File: src/rtl/atw_pkg.sv
package atw_pkg;
    typedef enum logic [1:0] {
        MODE_IDLE = 2'd0,
        MODE_ATR  = 2'd1,
        MODE_WAIT = 2'd2
    } atw_mode_e;
endpackage

File: src/rtl/atw_window_decode.sv
module atw_window_decode #(
    parameter int CNT_W      = 24,
    parameter int EARLY_CLKS = 380,
    parameter int LATE_CLKS  = 42000
) (
    input  logic [CNT_W-1:0] cnt,
    output logic             before_open,
    output logic             window_shut,
    output logic             wait_done
);
    localparam logic [CNT_W-1:0] OPEN_AT  = CNT_W'(EARLY_CLKS);
    localparam logic [CNT_W-1:0] SHUT_AT  = CNT_W'(LATE_CLKS);
    localparam logic [CNT_W-1:0] LAST_TCK = CNT_W'(1);

    always_comb begin
        before_open = (cnt < OPEN_AT);
        window_shut = (cnt >= SHUT_AT);
        wait_done   = (cnt <= LAST_TCK);
    end
endmodule

File: src/rtl/atw_status.sv
module atw_status (
    input  logic clk,
    input  logic rst_n,
    input  logic set_early,
    input  logic set_tmo,
    input  logic clr,
    output logic early_q,
    output logic tmo_q,
    output logic irq
);
    typedef struct packed {
        logic early;
        logic tmo;
    } flags_t;

    flags_t flg_d, flg_q;

    always_comb begin
        flg_d = flg_q;
        if (clr) begin
            flg_d.early = 1'b0;
            flg_d.tmo   = 1'b0;
        end
        if (set_early) flg_d.early = 1'b1;
        if (set_tmo)   flg_d.tmo   = 1'b1;
    end

    always_ff @(posedge clk or negedge rst_n) begin
        if (!rst_n) flg_q <= '0;
        else        flg_q <= flg_d;
    end

    assign early_q = flg_q.early;
    assign tmo_q   = flg_q.tmo;
    assign irq     = flg_q.early | flg_q.tmo;
endmodule

File: src/rtl/atr_window_timer.sv
module atr_window_timer
    import atw_pkg::*;
#(
    parameter int CNT_W      = 24,
    parameter int EARLY_CLKS = 380,
    parameter int LATE_CLKS  = 42000
) (
    input  logic             clk,
    input  logic             rst_n,
    input  logic             release_stb,
    input  logic             start_bit,
    input  logic             stop_cmd,
    input  logic             wt_start,
    input  logic             wr_reload,
    input  logic [CNT_W-1:0] wr_data,
    input  logic             stat_rd,
    output logic             atr_ok,
    output logic             early_flag,
    output logic             timeout_flag,
    output logic             irq
);
    localparam logic [CNT_W-1:0] FIRST_EDGE = CNT_W'(1);

    typedef struct packed {
        atw_mode_e        mode;
        logic [CNT_W-1:0] cnt;
        logic [CNT_W-1:0] reload;
        logic             ok;
    } tmr_t;

    tmr_t tmr_d, tmr_q;
    logic before_open, window_shut, wait_done;
    logic set_early, set_tmo;

    atw_window_decode #(
        .CNT_W     (CNT_W),
        .EARLY_CLKS(EARLY_CLKS),
        .LATE_CLKS (LATE_CLKS)
    ) u_dec (
        .cnt        (tmr_q.cnt),
        .before_open(before_open),
        .window_shut(window_shut),
        .wait_done  (wait_done)
    );

    always_comb begin
        tmr_d     = tmr_q;
        tmr_d.ok  = 1'b0;
        set_early = 1'b0;
        set_tmo   = 1'b0;
        if (wr_reload) tmr_d.reload = wr_data;

        if (stop_cmd) begin
            tmr_d.mode = MODE_IDLE;
        end else if (release_stb) begin
            tmr_d.mode = MODE_ATR;
            tmr_d.cnt  = FIRST_EDGE;
        end else if (wt_start) begin
            tmr_d.mode = MODE_WAIT;
            tmr_d.cnt  = tmr_q.reload;
        end else begin
            unique case (tmr_q.mode)
                MODE_ATR: begin
                    if (window_shut) begin
                        set_tmo    = 1'b1;
                        tmr_d.mode = MODE_IDLE;
                    end else if (start_bit && !before_open) begin
                        tmr_d.ok   = 1'b1;
                        tmr_d.mode = MODE_IDLE;
                    end else begin
                        set_early = start_bit;
                        tmr_d.cnt = tmr_q.cnt + FIRST_EDGE;
                    end
                end
                MODE_WAIT: begin
                    if (start_bit) begin
                        tmr_d.cnt = tmr_q.reload;
                    end else if (wait_done) begin
                        set_tmo    = 1'b1;
                        tmr_d.cnt  = '0;
                        tmr_d.mode = MODE_IDLE;
                    end else begin
                        tmr_d.cnt = tmr_q.cnt - FIRST_EDGE;
                    end
                end
                default: ;
            endcase
        end
    end

    always_ff @(posedge clk or negedge rst_n) begin
        if (!rst_n) begin
            tmr_q      <= '0;
            tmr_q.mode <= MODE_IDLE;
        end else begin
            tmr_q <= tmr_d;
        end
    end

    atw_status u_stat (
        .clk      (clk),
        .rst_n    (rst_n),
        .set_early(set_early),
        .set_tmo  (set_tmo),
        .clr      (stat_rd),
        .early_q  (early_flag),
        .tmo_q    (timeout_flag),
        .irq      (irq)
    );

    assign atr_ok = tmr_q.ok;
endmodule

File: config.mk
export PLATFORM = sky130hd
export DESIGN_NAME = atr_window_timer
export DESIGN_NICKNAME = d
export VERILOG_FILES = /design/src/rtl/atw_pkg.sv /design/src/rtl/atw_window_decode.sv /design/src/rtl/atw_status.sv /design/src/rtl/atr_window_timer.sv
export SDC_FILE = /design/constraint.sdc
export NUM_CORES = 1
export LEC_CHECK = 0
export BUFFER_PORTS_ARGS = -buffer_cell sky130_fd_sc_hd__buf_2
export CAP_MARGIN = 10
export CORE_MARGIN = 5
export CORE_UTILIZATION = 60
export DETAILED_ROUTE_END_ITERATION = 8
export PLACE_DENSITY = 0.88
export SLEW_MARGIN = 40
export SYNTH_ARGS = -nofsm -noshare
export SYNTH_HDL_FRONTEND = slang
export SYNTH_SLANG_ARGS = --single-unit
File: constraint.sdc
create_clock -name clk -period 3.3 [get_ports clk]
set_clock_uncertainty 0.05 [all_clocks]
set_input_delay 0.495 -clock clk [delete_from_list [all_inputs] [get_ports clk]]
set_output_delay 0.495 -clock clk [all_outputs]
set_load 0.02 [all_outputs]
==> out/qor.yml, run 1 <==
slew_headroom_pct: 55.7
synth_cells: 458
place_congestion: 1.06
synth_xor_area_share_pct: 6.48
synth.area.mux_share_pct: 6.89
synth-compound-area-share_pct: 22.3
place_area_sq_um: 4090
crit_cells: 7
cpMaxStageDelayCell: "o31ai_1"
ant_nets: 0
synthAdderAreaFrac_pct: 1.91
path_buf_inv: 1
io_pins: 36
vias_per_cell: 7.01
multi_input_area_sq_um: 2360
drive_above_1_share_pct: 21.3
fin_crit_ps: 2780
power.density_nw_per_um2: 423
layout.nets: 507
synth.largest_area_cell: "dfrtp_1"
fin_area_sq_um: 4190
die_y_um: 90.8
fillCellCount: 492
area_growth_pct: 6.92
ys.flop_type: "dfrtp_1"
fin_crit_sh_pct: 84.1
grt_max_degree: 40
arrival_ps: 2940
seq_area_frac_synth_pct: 33.8
finalHoldViolations: 0
clk_latency_ps: 310
first_pass_iters: 8
setup_violations: 0
tritoncts: "built"
grt_pass1_vias: 3725
diodes: 0
synth_top_family_by_area: "simple AND/OR/NAND/NOR gates"
cts-root-buf: "clkbuf_8"
cts_buffers: 5
drc: 0
synth_edf_count: 0
row_count: 29
cap_violations: 0
dp_hpwl_um: 7520
start_util_pct: 61.8
grt_remaining_overflow: 0
synthTopCellsByArea: "dfrtp_1 34%, mux2_2 6.9%, a21oi_1 5.1%"
cp_slowest_stage_delay_ps: 520
critPathKind: "reg -> reg"
rsz0062_at_grt: "false"
htreeDepth: 2
io_buffer_count: 35
synth-simple-area-share_pct: 22.4
r2r-start: "tmr_q[46]"
antenna_found_initial: 0
yosys_register_bits: 53
clk_pin_slew_ps: 100
r2r_setup_slack_ps: 520
cts_hold_buf: 0
yosysWarningCount: 0
yosys.cell_types.count: 63
track_usage_pct: 26.1
cts.sinks: 53
timing.fmax_ghz: 0.360
cts_setup_buffers: 0
async_flop_share_pct: 100
clockBufferDepth: 2
routed-via-count: 3832
netlist_area_sq_um: 3920
tns_ps: 0
required_ps: 3460
crit_family: "compound AO/OA/AOI/OAI gates"
rr_worst_depth: 7
yosysTopAreaCellShare_pct: 33.8
post_cts_resized: 0
worst_pin_slew_ps: 664
reg2reg_to: "tmr_q[47]"
critPathCaptureType: "register"
syn-num-nets: 496
crit_chain: "nor3_1 > nand2_1 > o31ai_1 > a31oi_2 > buf_4 > a21o_1 > a22o_1"
path_max_fanout: 13
hold_path_class: "in -> async"
postRouteWirelength_um: 10800
final_max_slew_viol_count: 0
regArea_sq_um: 1330
outcome: "completed"
crit_path_start_kind: "register"
dieArea_sq_um: 8250
peakVddDrop_v: 0.000328
core_area_sq_um: 6350
avgSynthCellArea_sq_um: 8.56
p_leak_nw: 1.59
routedWlPerCell_um: 19.7
initialDrtViolationCount: 510
grt_pass1_wl_um: 18100
die_w_um: 90.8
==> kinds of logic (layout without fill, tap and decap cells) <==
kind of cell | Yosys count | count (layout)
xor gates and xnor gates | 29 | 29
AOI/OAI and AO/OA | 131 | 131
and+or+nand+nor | 160 | 160
DFF | 53 | 53
muxes | 24 | 24
adders and majority gates | 6 | 6
buffers and inverters | 55 | 67
==> state kept, by name, summed over array words and instances (netlist names) <==
signal,flops
u_stat.early_q,1
atr_ok,1
u_stat.tmo_q,1
tmr_q,50
==> Yosys cell counts, types with 2 or more instances <==
cell type / number
dfrtp_1: 53
a21oi_1: 40
nor2_1: 36
nand2_1: 33
mux2_2: 24
clkbuf_1: 23
o211ai_1: 23
nor3_1: 19
xnor2_1: 16
buf_2: 13
xor2_1: 13
inv_1: 12
nand3_1: 12
nor4_1: 10
a31oi_1: 9
nand4_1: 9
o31ai_1: 9
o21ai_0: 8
a22oi_1: 7
ha_1: 6
o21ai_1: 6
or3_1: 6
or2_2: 5
and4_1: 4
nand2b_1: 4
a21o_1: 3
a31o_1: 3
buf_4: 3
or4_1: 3
or4_4: 3
a221o_1: 2
a22o_1: 2
a32oi_1: 2
and3_1: 2
nand3b_1: 2
nor3_4: 2
nor4_2: 2
o221ai_1: 2
o22ai_1: 2
o41ai_1: 2
==> cells in the final DEF, fill, tap and decap left out, drive strengths merged, types with 4 or more instances in the layout <==
| cell type | Yosys | layout |
|---|---|---|
| a21oi | 40 | 40 |
| a22oi | 7 | 7 |
| a31oi | 9 | 9 |
| and4 | 4 | 4 |
| buf | 18 | 46 |
| clkbuf | 24 | 6 |
| dfrtp | 53 | 53 |
| ha | 6 | 6 |
| inv | 12 | 13 |
| mux2 | 24 | 24 |
| nand2 | 34 | 34 |
| nand2b | 4 | 4 |
| nand3 | 13 | 13 |
| nand4 | 9 | 9 |
| nor2 | 36 | 36 |
| nor3 | 21 | 21 |
| nor4 | 12 | 12 |
| o211ai | 23 | 23 |
| o21ai | 14 | 14 |
| o31ai | 9 | 9 |
| or2 | 5 | 5 |
| or3 | 6 | 6 |
| or4 | 6 | 6 |
| xnor2 | 16 | 16 |
| xor2 | 13 | 13 |
==> stage by stage <==
step	instances	hold slack, ps	utilization, %	power, W	setup WS [ps]
finish	547	145	66.0	0.00177	523
global route	547	215	66.0	0.00187	383
CTS	547	171	66.0	0.00176	576
detailed placement	539	445	64.4	0.00136	601
global placement	539	447	64.4	0.00133	663
floorplan	458	149	-	0.00124	913
==> report_power, final <==
part           leakage [nW]  total, W  internal (W)  switching (W)
Sequential            0.641  0.000900      0.000727       0.000173
Combinational         0.898  0.000467      0.000207       0.000259
Clock                0.0518  0.000406      0.000175       0.000231
==> cell type report <==
class,instances,share of cell area (%)
clock buffers,6,1.97
flip-flops and latches,53,31.6
repair buffers,46,6.15
multi-input cells,350,56.4
clock inverters,2,0.418
well taps,77,2.30
inverters,13,1.16
==> per-layer routing <==
metal | part of all wire, % | vias up | wire [um] | global-route usage (%)
met4 | 4.3 | 0 | 469 | 11.7
met5 | 0 | - | 0 | 0
li1 | - | 1716 | - | -
met1 | 39 | 1761 | 4220 | 34.8
met2 | 44 | 286 | 4790 | 39.5
met3 | 12 | 69 | 1320 | 7.08
==> worst max path at each step <==
stage / start / endpoint / slack, ps
after floorplan: tmr_q[25] / tmr_q[43] / 910
after global placement: tmr_q[25] / tmr_q[43] / 660
after detailed placement: tmr_q[25] / tmr_q[43] / 600
after CTS: tmr_q[25] / tmr_q[43] / 580
after global routing: tmr_q[25] / tmr_q[43] / 380
final: tmr_q[46] / tmr_q[47] / 520
No activity file was read; power rests on OpenSTA's default activity.
==> run 2: changes to the inputs <==
--- a/config.mk
+++ b/config.mk
@@ -8,9 +8,9 @@
 export BUFFER_PORTS_ARGS = -buffer_cell sky130_fd_sc_hd__buf_2
 export CAP_MARGIN = 10
 export CORE_MARGIN = 5
-export CORE_UTILIZATION = 60
+export CORE_UTILIZATION = 54
 export DETAILED_ROUTE_END_ITERATION = 8
-export PLACE_DENSITY = 0.88
+export PLACE_DENSITY = 0.84
 export SLEW_MARGIN = 40
 export SYNTH_ARGS = -nofsm -noshare
 export SYNTH_HDL_FRONTEND = slang
==> constraint.sdc (replaced) <==
create_clock -name clk -period 2.3 [get_ports clk]
set_clock_uncertainty 0.05 [all_clocks]
set_input_delay 0.345 -clock clk [delete_from_list [all_inputs] [get_ports clk]]
set_output_delay 0.345 -clock clk [all_outputs]
set_load 0.02 [all_outputs]
==> run 2 against run 1 <==
Against the previous run:
- non-clock buffer count increased by 47
- cell area increased by 12%
- final cell count increased by 13%
- via count increased by 6.2%
- combinational power increased by 100%
- count of clock-buffer cells in the layout decreased by 1
- core utilization decreased by 0.82 points
- maximum frequency increased by 23%
- worst setup slack got worse by 480 ps
- critical path type unchanged
- largest cell class unchanged
==> out/qor.yml, run 2 (same netlist as run 1, synthesis figures left out) <==
outcome: "completed"  # unchanged
peakVddDrop_v: 0.000350  # was 0.000328 V
regMostFlops: "tmr_q"  # unchanged
cts-root-buf: "clkbuf_8"  # unchanged
power.density_nw_per_um2: 625  # was 423 nW/um^2
grt_pass1_vias: 3859  # was 3725
arrival_ps: 2400  # was 2940 ps
drive_above_1_share_pct: 30.2  # was 21.3%
preCtsSetupSlack_ps: 81.6  # was 601 ps
critPathCaptureType: "register"  # unchanged
clk_pin_slew_ps: 100  # about the same
grt_remaining_overflow: 0  # unchanged
dieArea_sq_um: 9070  # was 8250 sq um
worstHoldStart: "stat_rd"
fin_ws_ps: 40.4  # was 523 ps
fin_crit_sh_pct: 98.2  # was 84.1%
rsz0062_at_grt: "true"  # was false
largest_register_ffs: 50  # unchanged
hold_path_class: "in -> reg"  # was in -> async
timing.fmax_ghz: 0.443  # was 0.360 GHz
clk_latency_ps: 320  # was 310 ps
row_count: 31  # was 29
start_util_pct: 54.6  # was 61.8%
place_congestion: 0.942  # was 1.06
drc: 0  # unchanged
tritoncts: "built"  # unchanged
slew_headroom_pct: 61.2  # was 55.7%
diodes: 0  # unchanged
vias_per_cell: 6.61  # was 7.01
final_max_slew_viol_count: 0  # unchanged
ant_nets: 0  # unchanged
htreeDepth: 2  # unchanged
layout.nets: 554  # was 507
routedWlPerCell_um: 18.6  # was 19.7 um
area_growth_pct: 19.3  # was 6.92%
first_pass_iters: 6  # was 8
final_cell_mix: "55 x buf_4, 52 x dfrtp_1, 39 x a21oi_1"  # was 53 x dfrtp_1, 40 x a21oi_1, 36 x nor2_1
fin_crit_ps: 2260  # was 2780 ps
routed-via-count: 4069  # was 3832
setup_violations: 0  # unchanged
worst_pin_slew_ps: 582  # was 664 ps
critPathKind: "reg -> reg"  # unchanged
grt_max_degree: 40  # unchanged
io_buffer_count: 35  # unchanged
io_pins: 36  # unchanged
cts.sinks: 53  # unchanged
r2r-start: "tmr_q[47]"  # was tmr_q[46]
antenna_found_initial: 0  # unchanged
dp_hpwl_um: 8120  # was 7520 um
cts_buffers: 5  # unchanged
postRouteWirelength_um: 11500  # was 10800 um
clockBufferDepth: 2  # unchanged
whs_path_depth: 2
final_common_cell: "buf_4"  # was dfrtp_1
die_w_um: 95.2  # was 90.8 um
crit_path_start_kind: "register"  # unchanged
initialDrtViolationCount: 598  # was 510
finalHoldViolations: 0  # unchanged
tns_ps: 0  # unchanged
track_usage_pct: 26.2  # was 26.1%
crit_path_start: "tmr_q[47]"  # was tmr_q[46]
required_ps: 2440  # was 3460 ps
cap_violations: 0  # unchanged
die_y_um: 95.2  # was 90.8 um
path_max_fanout: 6  # was 13
totalPowerFinal_w: 0.00293  # was 0.00177 W
p_leak_nw: 1.84  # was 1.59 nW
core_area_sq_um: 7180  # was 6350 sq um
rr_worst_depth: 6  # was 7
grt_pass1_wl_um: 18900  # was 18100 um
## run 2: worst max-delay path: stages (launching register included)
cell	delay (ps)
dfrtp_1	460
or4_4	540
a211oi_2	250
and2_4	210
a31oi_2	130
a2111oi_0	410
a21oi_1	80
## run 2: path summary, 6_finish.rpt
check | endpoint | slack [ps]
hold reg to reg | u_stat.tmo_q | 490
setup / recovery | tmr_q[25] | 40
hold / removal | u_stat.early_q | 170
setup reg to reg | tmr_q[25] | 40
max in group asynchronous | tmr_q[25] | 1120
min in group asynchronous | tmr_q[1] | 500
## run 2: per-stage QoR
stage,util [%],std cells,hold WS (ps),cell area [sq um]
final,65.2,616,169,4680
after CTS,64.3,614,176,4620
after global routing,65.2,616,176,4680
after floorplan,-,458,-0.591,3930
after global placement,62.3,605,315,4470
after detailed placement,62.3,605,323,4470
## run 2: layout make-up
class	count	area, sq um
Timing Repair Buffer	93	629
Fill cell	575	2500
Sequential cell	53	1330
Tap cell	99	124
Clock inverter	3	68.8
Inverter	13	48.8
Multi-Input combinational cell	350	2410
Clock buffer	5	68.8
## run 2: where the power goes
group	leakage (nW)	internal [W]	switching, W	total (W)
clock	0.0687	0.000439	0.000344	0.000783
sequential	0.640	0.00105	0.000154	0.00120
combinational	1.14	0.000422	0.000519	0.000942
## run 2: timing repair
item,CTS,global route
setup buffers,0,2
endpoints found under the hold margin,24,0
hold buffers,1,0
endpoints found under the setup margin,0,24
resized for setup,0,9
## run 2: layer usage
metal  GRT usage (%)  part of all wire (%)  vias to the layer above
met5               0                     0                        -
met1            35.6                    39                     1931
met3            4.50                    11                       50
met4            9.62                   3.4                        0
li1                -                     -                     1804
met2            41.9                    46                      284
==> run 3: changes to the inputs <==
--- a/config.mk
+++ b/config.mk
@@ -8,9 +8,10 @@
 export BUFFER_PORTS_ARGS = -buffer_cell sky130_fd_sc_hd__buf_2
 export CAP_MARGIN = 10
 export CORE_MARGIN = 5
-export CORE_UTILIZATION = 54
+export CORE_UTILIZATION = 60
 export DETAILED_ROUTE_END_ITERATION = 8
-export PLACE_DENSITY = 0.84
+export GPL_ROUTABILITY_DRIVEN = 0
+export PLACE_DENSITY = 0.88
 export SLEW_MARGIN = 40
 export SYNTH_ARGS = -nofsm -noshare
 export SYNTH_HDL_FRONTEND = slang
==> constraint.sdc (replaced) <==
create_clock -name clk -period 2.31 [get_ports clk]
set_clock_uncertainty 0.05 [all_clocks]
set_input_delay 0.3465 -clock clk [delete_from_list [all_inputs] [get_ports clk]]
set_output_delay 0.3465 -clock clk [all_outputs]
set_load 0.02 [all_outputs]
==> run 3 against run 2 <==
Against the previous run:
- the run now ends with negative setup slack left
- die area shrank 9.0%
- via count grew 2.4%
- count of clock-buffer cells in the layout grew 1
- largest cell class unchanged
- first-iteration DRC count grew 35%
- wire length grew 7.4%
- cell area shrank 0.99%
- total power shrank 4.9%
==> out/qor.yml, run 3 (same netlist as run 1, synthesis figures left out) <==
start_util_pct: 61.8  # was 54.6%
grt_remaining_overflow: 0  # unchanged
rsz0062_at_grt: "true"  # unchanged
cts-root-buf: "clkbuf_8"  # unchanged
timing.fmax_ghz: 0.427  # was 0.443 GHz
regArea_sq_um: 1330  # about the same
fin_crit_sh_pct: 101  # was 98.2%
die_y_um: 90.8  # was 95.2 um
path_max_fanout: 27  # was 6
htreeDepth: 2  # unchanged
cts.sinks: 53  # unchanged
clk_latency_ps: 320  # about the same
finalHoldViolations: 0  # unchanged
dieArea_sq_um: 8250  # was 9070 sq um
required_ps: 2500  # was 2440 ps
grt_pass1_wl_um: 19000  # was 18900 um
final_common_cell: "buf_4"  # unchanged
largest_register_ffs: 50  # unchanged
utilization_pct: 73.0  # was 65.2%
crit_path_start_kind: "register"  # unchanged
first_pass_iters: 7  # was 6
totalPowerFinal_w: 0.00278  # was 0.00293 W
outcome: "complete, but fails checks"  # was completed
final_max_slew_viol_count: 0  # unchanged
die_w_um: 90.8  # was 95.2 um
dp_hpwl_um: 8200  # was 8120 um
critPathCaptureType: "register"  # unchanged
slew_headroom_pct: 53.4  # was 61.2%
drc: 0  # unchanged
vias_per_cell: 7.05  # was 6.61
p_leak_nw: 1.81  # was 1.84 nW
io_pins: 36  # unchanged
drive_above_1_share_pct: 31.1  # was 30.2%
antenna_found_initial: 0  # unchanged
critPathKind: "reg -> reg"  # unchanged
core_area_sq_um: 6350  # was 7180 sq um
crit_chain: "buf_4 > nor2_1 > nand4_1 > o31ai_2 > buf_4 > a31o_1 > buf_12 > a21oi_1 > a21oi_1"  # was or4_4 > a211oi_2 > and2_4 > a31oi_2 > a2111oi_0 > a21oi_1
setup_violations: 2  # was 0
fin_ws_ps: -31.4  # was 40.4 ps
track_usage_pct: 28.0  # was 26.2%
grt_pass1_vias: 3848  # was 3859
cpMaxStageDelayCell: "o31ai_2"  # was or4_4
multi_input_area_sq_um: 2450  # was 2410 sq um
hold_path_class: "in -> async"  # was in -> reg
power.density_nw_per_um2: 601  # was 625 nW/um^2
routedWlPerCell_um: 20.9  # was 18.6 um
io_buffer_count: 35  # unchanged
layout.nets: 551  # was 554
regMostFlops: "tmr_q"  # unchanged
postRouteWirelength_um: 12300  # was 11500 um
violations: "negative setup slack"
ant_nets: 0  # unchanged
preCtsSetupSlack_ps: 74.5  # was 81.6 ps
peakVddDrop_v: 0.000471  # was 0.000350 V
final_cell_mix: "52 x buf_4, 49 x dfrtp_1, 40 x a21oi_1"  # was 55 x buf_4, 52 x dfrtp_1, 39 x a21oi_1
worst_pin_slew_ps: 699  # was 582 ps
tritoncts: "built"  # unchanged
diodes: 0  # unchanged
fin_crit_ps: 2340  # was 2260 ps
cts_buffers: 5  # unchanged
fillCellCount: 405  # was 575
arrival_ps: 2540  # was 2400 ps
cts_hold_buf: 0  # was 1
routed-via-count: 4167  # was 4069
initialDrtViolationCount: 810  # was 598
area_growth_pct: 18.2  # was 19.3%
clockBufferDepth: 2  # unchanged
cp_slowest_stage_delay_ps: 440  # was 540 ps
cap_violations: 0  # unchanged
clk_pin_slew_ps: 110  # was 100 ps
row_count: 29  # was 31
grt_max_degree: 54  # was 40
run 3: repair_timing:
item	in CTS	in global routing
endpoints found under the setup margin	0	22
gates resized for setup	0	23
buffers inserted	0	2
run 3: cell type report:
class	count	share of cell area (%)
multi-input cells	350	52.9
clock inverters	2	0.378
well taps	77	2.08
repair buffers	90	13.0
flip-flops and latches	53	28.7
clock buffers	6	1.78
inverters	13	1.11
run 3: per-stage QoR:
step	cells	TNS [ps]	hold slack, ps	cell area, sq um
3_3_place_gp	580	0	443	4420
6_report	591	-37.5	78.3	4630
5_1_grt	591	-182	159	4630
4_1_cts	588	0	120	4520
3_5_place_dp	580	0	449	4420
2_1_floorplan	458	0	0.909	3930
run 3: final timing paths:
| path | startpoint | to | slack, ps | cells after the start |
|---|---|---|---|---|
| max | tmr_q[47] | tmr_q[34] | -30 | 9 |
| min | rst_n | tmr_q[28] | 80 | 2 |
| max reg2reg | tmr_q[47] | tmr_q[34] | -30 | 9 |
| min reg2reg | u_stat.tmo_q | u_stat.tmo_q | 470 | 2 |
| max in group asynchronous | rst_n | tmr_q[27] | 1620 | 2 |
| min in group clk | stat_rd | u_stat.early_q | 160 | 2 |
run 3: where the power goes:
group / internal (W) / switching, W / total [W]
Sequential: 0.00104 / 0.000169 / 0.00121
Combinational: 0.000425 / 0.000547 / 0.000973
Clock: 0.000250 / 0.000349 / 0.000599
run 3: layer usage:
metal  track usage (%)  routed length (um)  up-vias
li1                  -                   -     1803
met1              38.3                4580     1925
met2              42.9                5560      349
met3              6.33                1540       90
met4              11.2                 652        0
met5                 0                   0        -
run 3: critical path: cells and delay by family, from the launching register on:
kind / cells / cell delay, ps
AO/OA/AOI/OAI: 4 / 900
buffers and inverters: 3 / 550
flip-flops: 1 / 420
AND/OR/NAND/NOR: 2 / 330
